--- src/rtl/shb_pkg.sv ---
package shb_pkg;

    typedef enum logic [1:0] {
        CYC_IDLE  = 2'd0,
        CYC_READ  = 2'd1,
        CYC_WRITE = 2'd2,
        CYC_DONE  = 2'd3
    } cyc_state_e;

endpackage

--- src/rtl/shb_cycle_ctrl.sv ---
module shb_cycle_ctrl
    import shb_pkg::*;
#(
    parameter int ADDR_W = 15,
    parameter int DATA_W = 8
) (
    input  logic              clk,
    input  logic              rst_n,
    input  logic              cs_n,
    input  logic              rnw,
    input  logic [ADDR_W-1:0] addr,
    input  logic              oe_n,
    input  logic              ws_n,
    input  logic [DATA_W-1:0] rd_data,
    output logic [ADDR_W-1:0] lat_addr,
    output logic              wr_en,
    output logic [DATA_W-1:0] dout,
    output logic              dout_en,
    output logic              rdy
);

    typedef struct packed {
        cyc_state_e        st;
        logic [ADDR_W-1:0] adr;
        logic [DATA_W-1:0] dat;
        logic              doe;
        logic              rdy;
    } ctl_t;

    ctl_t ctl_d, ctl_q;
    logic wr_en_d;

    always_comb begin
        ctl_d     = ctl_q;
        ctl_d.rdy = 1'b0;
        wr_en_d   = 1'b0;
        // the bus stays driven only while both selects remain low
        ctl_d.doe = ctl_q.doe & ~cs_n & ~oe_n;
        unique case (ctl_q.st)
            CYC_IDLE: begin
                if (!cs_n) begin
                    ctl_d.adr = addr;
                    ctl_d.st  = rnw ? CYC_READ : CYC_WRITE;
                end
            end
            CYC_READ: begin
                if (cs_n) begin
                    ctl_d.st = CYC_IDLE;
                end else if (!oe_n) begin
                    ctl_d.dat = rd_data;
                    ctl_d.doe = 1'b1;
                    ctl_d.rdy = 1'b1;
                    ctl_d.st  = CYC_DONE;
                end
            end
            CYC_WRITE: begin
                if (cs_n) begin
                    ctl_d.st = CYC_IDLE;
                end else if (!ws_n) begin
                    wr_en_d   = 1'b1;
                    ctl_d.rdy = 1'b1;
                    ctl_d.st  = CYC_DONE;
                end
            end
            CYC_DONE: begin
                if (cs_n) begin
                    ctl_d.st = CYC_IDLE;
                end
            end
            default: ctl_d.st = CYC_IDLE;
        endcase
    end

    always_ff @(posedge clk or negedge rst_n) begin
        if (!rst_n) begin
            ctl_q <= '{st: CYC_IDLE, adr: '0, dat: '0, doe: 1'b0, rdy: 1'b0};
        end else begin
            ctl_q <= ctl_d;
        end
    end

    assign lat_addr = ctl_q.adr;
    assign wr_en    = wr_en_d;
    assign dout     = ctl_q.dat;
    assign dout_en  = ctl_q.doe;
    assign rdy      = ctl_q.rdy;

endmodule

--- src/rtl/shb_regfile.sv ---
module shb_regfile #(
    parameter int ADDR_W = 15,
    parameter int DATA_W = 8,
    parameter int IDX_W  = 5
) (
    input  logic              clk,
    input  logic              rst_n,
    input  logic [ADDR_W-1:0] acc_addr,
    input  logic              wr_en,
    input  logic [DATA_W-1:0] wr_data,
    output logic [DATA_W-1:0] rd_data
);

    localparam int DEPTH = 1 << IDX_W;
    localparam int HI_W  = ADDR_W - IDX_W;

    logic [DATA_W-1:0] mem_d [DEPTH];
    logic [DATA_W-1:0] mem_q [DEPTH];
    logic [IDX_W-1:0]  idx;
    logic [HI_W-1:0]   hi_bits;
    logic              hit;

    assign idx     = acc_addr[IDX_W-1:0];
    assign hi_bits = acc_addr[ADDR_W-1:IDX_W];
    assign hit     = (hi_bits == '0);

    always_comb begin
        for (int i = 0; i < DEPTH; i++) begin
            mem_d[i] = mem_q[i];
        end
        if (wr_en && hit) begin
            mem_d[idx] = wr_data;
        end
        rd_data = hit ? mem_q[idx] : '0;
    end

    always_ff @(posedge clk or negedge rst_n) begin
        if (!rst_n) begin
            for (int i = 0; i < DEPTH; i++) begin
                mem_q[i] <= '0;
            end
        end else begin
            for (int i = 0; i < DEPTH; i++) begin
                mem_q[i] <= mem_d[i];
            end
        end
    end

endmodule

--- src/rtl/sync_host_slave.sv ---
module sync_host_slave #(
    parameter int ADDR_W = 15,
    parameter int DATA_W = 8,
    parameter int IDX_W  = 5
) (
    input  logic              clk,
    input  logic              rst_n,
    input  logic              cs_n,
    input  logic              rnw,
    input  logic [ADDR_W-1:0] addr,
    input  logic              oe_n,
    input  logic              ws_n,
    input  logic [DATA_W-1:0] din,
    output logic [DATA_W-1:0] dout,
    output logic              dout_en,
    output logic              rdy
);

    logic [ADDR_W-1:0] lat_addr;
    logic [DATA_W-1:0] rd_data;
    logic              wr_en;

    shb_cycle_ctrl #(
        .ADDR_W (ADDR_W),
        .DATA_W (DATA_W)
    ) u_ctrl (
        .clk      (clk),
        .rst_n    (rst_n),
        .cs_n     (cs_n),
        .rnw      (rnw),
        .addr     (addr),
        .oe_n     (oe_n),
        .ws_n     (ws_n),
        .rd_data  (rd_data),
        .lat_addr (lat_addr),
        .wr_en    (wr_en),
        .dout     (dout),
        .dout_en  (dout_en),
        .rdy      (rdy)
    );

    shb_regfile #(
        .ADDR_W (ADDR_W),
        .DATA_W (DATA_W),
        .IDX_W  (IDX_W)
    ) u_regs (
        .clk      (clk),
        .rst_n    (rst_n),
        .acc_addr (lat_addr),
        .wr_en    (wr_en),
        .wr_data  (din),
        .rd_data  (rd_data)
    );

endmodule

--- config.mk ---
export PLATFORM = sky130hd
export DESIGN_NAME = sync_host_slave
export DESIGN_NICKNAME = d
export VERILOG_FILES = /design/src/rtl/shb_pkg.sv /design/src/rtl/shb_cycle_ctrl.sv /design/src/rtl/shb_regfile.sv /design/src/rtl/sync_host_slave.sv
export SDC_FILE = /design/constraint.sdc
export NUM_CORES = 1
export LEC_CHECK = 0
export BUFFER_PORTS_ARGS = -buffer_cell sky130_fd_sc_hd__buf_2
export CELL_PAD_IN_SITES_DETAIL_PLACEMENT = 0
export CELL_PAD_IN_SITES_GLOBAL_PLACEMENT = 1
export CORE_AREA = 2 2 256 157
export DETAILED_ROUTE_END_ITERATION = 10
export DIE_AREA = 0 0 258 159
export GPL_ROUTABILITY_DRIVEN = 0
export PLACE_DENSITY_LB_ADDON = 0.08
export SYNTH_ARGS = -nofsm -noshare
export SYNTH_HDL_FRONTEND = slang
export SYNTH_SLANG_ARGS = --single-unit
--- constraint.sdc ---
create_clock -name clk -period 3.3 [get_ports clk]
set_clock_uncertainty 0.2 [all_clocks]
set_input_delay 0.825 -clock clk [delete_from_list [all_inputs] [get_ports clk]]
set_output_delay 0.825 -clock clk [all_outputs]
set_load 0.02 [all_outputs]
==> results of run 1 <==
==> power by group <==
group          leakage, nW  internal, mW  switching (mW)
Clock                0.466          2.01            1.41
Combinational         3.26         0.768           0.978
Sequential            3.92          3.58           0.251
Total                 7.64          6.36            2.64
==> worst paths after layout <==
| path | to | start | slack, ns | depth (start not counted) |
|---|---|---|---|---|
| worst max-delay path | u_regs.mem_q[23] | u_ctrl.lat_addr[8] | 0.39 | 5 |
| worst min-delay path | u_regs.mem_q[117] | rst_n | 0.03 | 1 |
| worst max register to register | u_regs.mem_q[23] | u_ctrl.lat_addr[8] | 0.39 | 5 |
| worst min register to register | u_regs.mem_q[135] | u_regs.mem_q[135] | 0.28 | 1 |
| max in group asynchronous | u_regs.mem_q[243] | rst_n | 2.11 | 2 |
| min in group clk | u_regs.mem_q[135] | u_regs.mem_q[135] | 0.28 | 1 |
==> cells in the final DEF, fill, tap and decap left out, types with 5 or more instances in the layout <==
| cell | n |
|---|---|
| mux2_1 | 25 |
| o22ai_1 | 66 |
| dfrtp_1 | 282 |
| a22o_1 | 8 |
| buf_2 | 37 |
| mux2_2 | 198 |
| nor2_2 | 8 |
| clkbuf_1 | 9 |
| buf_4 | 51 |
| buf_12 | 8 |
| mux2_4 | 48 |
| nor4_1 | 18 |
| nor2_8 | 8 |
| nor2_4 | 5 |
| nand4bb_1 | 5 |
| nand2_1 | 23 |
| clkbuf_16 | 29 |
| mux2i_1 | 128 |
==> per-layer routing <==
layer | GRT usage | up-vias | wire [um]
met3 | 0.0478 | 35 | 1970
met1 | 0.305 | 4152 | 20400
li1 | - | 3629 | -
met5 | 0 | - | 0
met4 | 0.0279 | 0 | 512
met2 | 0.246 | 101 | 14600
==> metrics by stage <==
stage	instance area (um^2)	hold slack (ns)	total power [mW]
6_report	15400	0.0299	9.00
5_1_grt	15400	0.0526	9.42
4_1_cts	15400	0.0542	9.12
3_5_place_dp	14400	0.269	5.66
3_3_place_gp	14400	0.258	5.67
2_1_floorplan	13400	0.257	4.96
==> cell type report <==
class                      count  area, um^2
fill                        3658       23200
sequential                   283        7090
multi-input combinational    591        5920
clock buffer                  42         815
timing repair buffer          97         743
tap                          522         653
clock inverter                 7         139
inverter                       4        15.0
antenna                        1        2.50
==> state kept, by name, indices dropped and copies added, names as in the netlist <==
name,count
u_ctrl.ctl_q,2
u_ctrl.dout,8
u_ctrl.dout_en,1
u_ctrl.lat_addr,15
u_ctrl.rdy,1
u_regs.mem_q,256
==> cell families after synthesis <==
group           synth area share
mux                        0.338
flops                      0.530
simple gates              0.0619
compound gates            0.0395
buf+inv                   0.0265
fa+ha+maj                0.00375
==> run metrics, run 1 <==
status finished, final reports clean; first-pass GRT wire length 57,100 um; Buf+Inv Stages, Crit Path 0; vias in the first global route 8,307; Worst Path Required 3.55 ns; register bit total from synthesis 283; main flop type after synthesis dfrtp_1; Mapped Area 13,400 um^2; Slew HR 0.414; antenna-violating nets left 0; total number of vias 7,917; LEAKAGE 7.64 nW; # IOs 39; clk root buf clkbuf_16; Crit. End Element flop; RSZ-0062 raised after global routing false; Port Buffers 38; CTS Buf Count 29; register area share after synthesis 0.530; Mapped Cells 952; GRT overflow 0; worst-path cell with the longest stage delay nor4_1; clock buffer depth 3; Post-Place Worst Slack 0.209 ns; Fmax achieved 343 MHz; CP delay by family, top simple AND/OR/NAND/NOR gates; count of cell types in the netlist 45; Tot GR Track Use 0.187; Worst-path clk slew 0.07 ns; Rows 56; Tmin final 2.91 ns; synth cell count leaders 283 x dfrtp_1, 198 x mux2_2, 128 x mux2i_1; post-route clock period utilization 0.882; CTS resizes 0; endpoints failing hold 0; Post-synth EDFFs 0; Cell Count, Final, Fillers Out 1,547; Synth area leader dfrtp_1; most used standard cell by instance count after synthesis dfrtp_1; CTS Sinks 283; Final Max Slew Viols 0; CP startpoint kind flop; Die Span X 258 um; Cell Count Post-Placement 1,497; layout cells sized above 1 0.402; Mean Syn Cell Area 14.0 um^2; setup TNS 0 ns; Post-CTS Setup Inserts 0; P&R area growth vs syn 15.1%; largest net degree at the start of global routing 74; maximum vdd drop 0.368 mV; nets 1,039; worst slew pin tran 0.878 ns; power per cell area 585 nW/um^2; Clk Latency, worst-skew pair 0.57 ns; WS Path Type flop to flop; routed len/inst 24.2 um; Critical Path Fanout Max 8; initial antenna violation count 0; initial DRC count 425; # setup viols final 0; core footprint 38,600 um^2; TritonCTS clock tree done; CP max stage delay 0.62 ns; Final HPWL DP 25,800 um; DR pass1 iterations 4; Avg Vias per Cell 5.12; Syn Nets 985; synth top area cells dfrtp_1 53%, mux2_2 17%, mux2i_1 9.6%; crit-path cells nor4_1 > and2_1 > nand3_2 > nor2_2 > mux2_2; max-cap violations 0; HP Class primary input to asynchronous set/reset pin; critical path arrival 3.16 ns; Die Height 159 um; worst setup margin 0.389 ns; Post-synth ARST share 1.00; top cell type's share of synthesized area 0.530; final WL 37,500 um; Synthesis Warnings 0; Die ar. 41,000 um^2; initial core utilization 0.346; H-Tree Level Count 1; final core utilization 0.398; DRC errors left 0; # hold bufs at CTS 0
No activity file was read; power rests on OpenSTA's default activity.
==> run 2, diff against run 1 <==
--- a/config.mk
+++ b/config.mk
@@ -5,7 +5,7 @@
 export SDC_FILE = /design/constraint.sdc
 export NUM_CORES = 1
 export LEC_CHECK = 0
-export BUFFER_PORTS_ARGS = -buffer_cell sky130_fd_sc_hd__buf_2
+export BUFFER_PORTS_ARGS = -buffer_cell sky130_fd_sc_hd__clkbuf_2
 export CELL_PAD_IN_SITES_DETAIL_PLACEMENT = 0
 export CELL_PAD_IN_SITES_GLOBAL_PLACEMENT = 1
 export CORE_AREA = 2 2 256 157
==> run 2 against run 1 <==
Non-clock buffer count fell by 10. Cell count down 0.26%. Sequential power is essentially flat. Core utilization is 0.10 points higher. Worst setup slack gained 0.0030 ns. Highest routed layer unchanged. Largest cell class unchanged. Register-to-register slack barely moved. Routed wire length about the same. Combinational power is 4% lower. Sequential cell count unchanged.
==> run metrics, run 2 (synthesized netlist as in run 1, its figures left out) <==
status finished, final reports clean; CTS Sinks 283; routed len/inst 24.3 um; Tot GR Track Use 0.185; H-Tree Level Count 1; Tmin final 2.91 ns; Slew HR 0.339; Final HPWL DP 25,000 um; initial core utilization 0.346; initial DRC count 552; DRC errors left 0; Final Max Slew Viols 0; WS Path Type flop to flop; Largest register FFs 256; Die Height 159 um; GRT overflow 0; nets 1,030; power per cell area 596 nW/um^2; reg-to-reg endpoint u_ctrl.dout[6]; vias in the first global route 8,158; Worst Path Required 3.60 ns; antenna-violating nets left 0; first-pass GRT wire length 56,400 um; post-route clock period utilization 0.881; final core utilization 0.399; initial antenna violation count 1; Rows 56; maximum vdd drop 0.512 mV; FF-to-FF path depth 6; layout cells sized above 1 0.403; Clk Latency, worst-skew pair 0.56 ns; Final Power 9.18 mW; CTS resizes 0; reg2reg start u_ctrl.lat_addr[3]; # IOs 39; TritonCTS clock tree done; Fmax achieved 344 MHz; filler instances 3,658; endpoints failing hold 0; core footprint 38,600 um^2; Port Buffers 38; final instance area 15,400 um^2; final WL 37,500 um; Avg Vias per Cell 5.17; RSZ-0062 raised after global routing false; total number of vias 7,971; LEAKAGE 7.65 nW; clk root buf clkbuf_16; critical path arrival 3.20 ns; Worst-path clk slew 0.06 ns; commonest cells after routing, fill and taps aside 282 x dfrtp_1, 198 x mux2_2, 128 x mux2i_1; Cell Count Post-Placement 1,487; Die Span X 258 um; most common cell after layout, fill and taps aside dfrtp_1; P&R area growth vs syn 15.4%; DR pass1 iterations 5; HP Class primary input to asynchronous set/reset pin; Placed Area 14,300 um^2; Cell Count, Final, Fillers Out 1,543; clock buffer depth 3; largest net degree at the start of global routing 72; Post-CTS Setup Inserts 0; R2R setup slack 0.39 ns; # hold bufs at CTS 0; # setup viols final 0; CP startpoint kind flop; CTS Buf Count 30; Crit. End Element flop; Die ar. 41,000 um^2; max-cap violations 0; worst slew pin tran 0.992 ns; most flop-heavy register u_regs.mem_q; Critical Path Fanout Max 20; setup TNS 0 ns
-- run 2: how the worst max path moves through the flow --
| stage | depth (start not counted) | startpoint | to |
|---|---|---|---|
| floorplan | 7 | cs_n | u_regs.mem_q[216] |
| global placement | 6 | ws_n | u_regs.mem_q[44] |
| detailed placement | 6 | ws_n | u_regs.mem_q[42] |
| CTS | 6 | u_ctrl.lat_addr[3] | u_ctrl.dout[6] |
| global route | 7 | u_ctrl.lat_addr[1] | u_ctrl.dout[6] |
| finish | 6 | u_ctrl.lat_addr[3] | u_ctrl.dout[6] |
-- run 2: per-layer routing --
| metal | wire length [um] | GRT usage | up-vias |
|---|---|---|---|
| met1 | 20800 | 0.309 | 4215 |
| li1 | - | - | 3603 |
| met4 | 673 | 0.0360 | 0 |
| met2 | 14800 | 0.246 | 109 |
| met5 | 0 | 0 | - |
| met3 | 1180 | 0.0279 | 44 |
-- run 2: where the power goes --
part | internal [mW] | switching, mW | total, mW
Combinational | 0.722 | 0.962 | 1.68
Sequential | 3.58 | 0.262 | 3.84
Clock | 2.22 | 1.43 | 3.66
Total | 6.53 | 2.66 | 9.18
-- run 2: area by class of cell --
cell class / count / area (um^2) / share of cell area
inverter: 4 / 15.0 / 0.000974
multi-input combinational: 591 / 5920 / 0.384
clock buffer: 46 / 922 / 0.0598
clock inverter: 9 / 145 / 0.00942
sequential: 283 / 7090 / 0.460
tap: 522 / 653 / 0.0424
antenna: 1 / 2.50 / 0.000162
timing repair buffer: 87 / 668 / 0.0434
-- run 2: per-stage QoR --
step	setup WS (ns)	hold WS [ns]
after floorplan	0.575	0.257
after global placement	0.291	0.260
after detailed placement	0.282	0.267
after CTS	0.474	0.0336
after global routing	0.347	0.0540
final	0.392	0.0374
-- run 2: worst max-delay path: stages (launching register included) --
cell	delay, ns
dfrtp_1	0.64
or4b_2	0.95
o22ai_1	0.48
nor4_1	0.17
buf_4	0.18
nand2_1	0.08
a22o_1	0.13
==> run 3, diff against run 2 <==
--- a/config.mk
+++ b/config.mk
@@ -13,6 +13,7 @@
 export DIE_AREA = 0 0 258 159
 export GPL_ROUTABILITY_DRIVEN = 0
 export PLACE_DENSITY_LB_ADDON = 0.08
+export RECOVER_POWER = 100
 export SYNTH_ARGS = -nofsm -noshare
 export SYNTH_HDL_FRONTEND = slang
 export SYNTH_SLANG_ARGS = --single-unit
==> run 3 against run 2 <==
Worst hold slack improved by 0.24 ns. Combinational power about the same. Maximum frequency decreased by 3.7%. Register-to-register slack got worse by 0.11 ns. The run now ends with capacitance limit, slew limit left.
==> run metrics, run 3 (synthesized netlist as in run 1, its figures left out) <==
commonest cells after routing, fill and taps aside 282 x dfrtp_1, 198 x mux2_2, 128 x mux2i_1; initial antenna violation count 1; P&R area growth vs syn 13.6%; # hold bufs at CTS 0; LEAKAGE 7.56 nW; worst setup margin 0.281 ns; Final Max Slew Viols 62; Worst Path Required 3.54 ns; worst slew pin tran 1.84 ns; first-pass GRT wire length 56,400 um; # setup viols final 0; RSZ-0062 raised after global routing false; Port Buffers 38; Tmin final 3.02 ns; GRT overflow 0; CP max stage delay 0.56 ns; post-route clock period utilization 0.915; endpoints failing hold 0; clk root buf clkbuf_16; DR pass1 iterations 4; core footprint 38,600 um^2; Tot GR Track Use 0.185; TritonCTS clock tree done; layout cells sized above 1 0.351; power per cell area 603 nW/um^2; antenna-violating nets left 0; most flop-heavy register u_regs.mem_q; Largest register FFs 256; Crit. End Element flop; Critical Path Fanout Max 8; vias in the first global route 8,158; status complete, but fails checks; routed len/inst 24.2 um; setup TNS 0 ns; Clk Latency, worst-skew pair 0.56 ns; H-Tree Level Count 1; CTS resizes 0; final WL 37,500 um; crit-path cells nor4_1 > and2_0 > nand2_1 > nor2_2 > clkbuf_2 > mux2_2; worst-path cell with the longest stage delay and2_0; Die ar. 41,000 um^2; CP delay by family, top simple AND/OR/NAND/NOR gates; Final HPWL DP 25,000 um; critical path arrival 3.26 ns; WS Path Type flop to flop; CTS Buf Count 30; DRC errors left 0; initial DRC count 476; clock buffer depth 3; Die Span X 258 um; Post-CTS Setup Inserts 0; nets 1,030; CP startpoint kind flop; final instance area 15,200 um^2; # IOs 39; Post-Place Worst Slack 0.282 ns; Buf+Inv Stages, Crit Path 1; HP Class flop to flop; failing checks capacitance limit, slew limit; most common cell after layout, fill and taps aside dfrtp_1; Fmax achieved 331 MHz; Die Height 159 um; largest net degree at the start of global routing 72; CTS Sinks 283; Slew HR -0.230; max-cap violations 1; Rows 56; Placed Area 14,300 um^2; Avg Vias per Cell 5.16; maximum vdd drop 0.511 mV; initial core utilization 0.346; Worst-path clk slew 0.06 ns; total number of vias 7,968
## run 3: cell count changes in the layout (fill, tap and decap cells not counted), moves of 13 or more
cell | previous run | this run
buf_4 | 41 | 28
clkbuf_1 | 6 | 23
mux2_1 | 25 | 58
mux2_4 | 48 | 15
## run 3: where the power goes
part           switching, mW  internal (mW)
clock                   1.42           2.22
combinational          0.956          0.712
sequential             0.260           3.58
## run 3: worst paths after layout
check | endpoint | from | slack, ns | cells past startpoint
max in group asynchronous | u_ctrl.lat_addr[1] | rst_n | 1.14 | 2
min in group asynchronous | u_regs.mem_q[102] | rst_n | 0.57 | 1
setup / recovery | u_regs.mem_q[167] | u_ctrl.lat_addr[8] | 0.28 | 6
hold reg to reg | u_ctrl.dout_en | u_ctrl.dout_en | 0.28 | 1
setup reg to reg | u_regs.mem_q[167] | u_ctrl.lat_addr[8] | 0.28 | 6
hold / removal | u_ctrl.dout_en | u_ctrl.dout_en | 0.28 | 1
## run 3: worst reg2reg max path, stage by stage, from the launching register on
cell and delay (ns):
dfrtp_1 0.39, nor4_1 0.51, and2_0 0.56, nand2_1 0.42, nor2_2 0.18, clkbuf_2 0.28, mux2_2 0.37
## run 3: area by class of cell
| cell class | instances | area, um^2 |
|---|---|---|
| diodes | 3 | 7.51 |
| clock buffers | 46 | 922 |
| clock inverters | 9 | 145 |
| fillers | 3716 | 23400 |
| inverters | 4 | 15.0 |
| multi-input cells | 591 | 5760 |
| flip-flops and latches | 283 | 7090 |
| well taps | 522 | 653 |
| repair buffers | 87 | 589 |
## run 3: routing by layer
| metal | vias to the layer above | global-route usage | part of all wire |
|---|---|---|---|
| met5 | - | 0 | 0 |
| met4 | 0 | 0.0360 | 0.018 |
| met3 | 43 | 0.0279 | 0.046 |
| met2 | 126 | 0.246 | 0.40 |
| met1 | 4189 | 0.309 | 0.54 |
| li1 | 3610 | - | - |
## run 3: per-stage QoR
step | hold slack (ns) | std cells | utilization | power [mW]
after floorplan | 0.257 | 952 | - | 4.96
after detailed placement | 0.267 | 1487 | 0.371 | 5.60
after global routing | 0.269 | 1542 | 0.393 | 9.56
after global placement | 0.260 | 1487 | 0.371 | 5.61
final | 0.275 | 1545 | 0.393 | 9.16
after CTS | 0.0336 | 1542 | 0.399 | 9.32
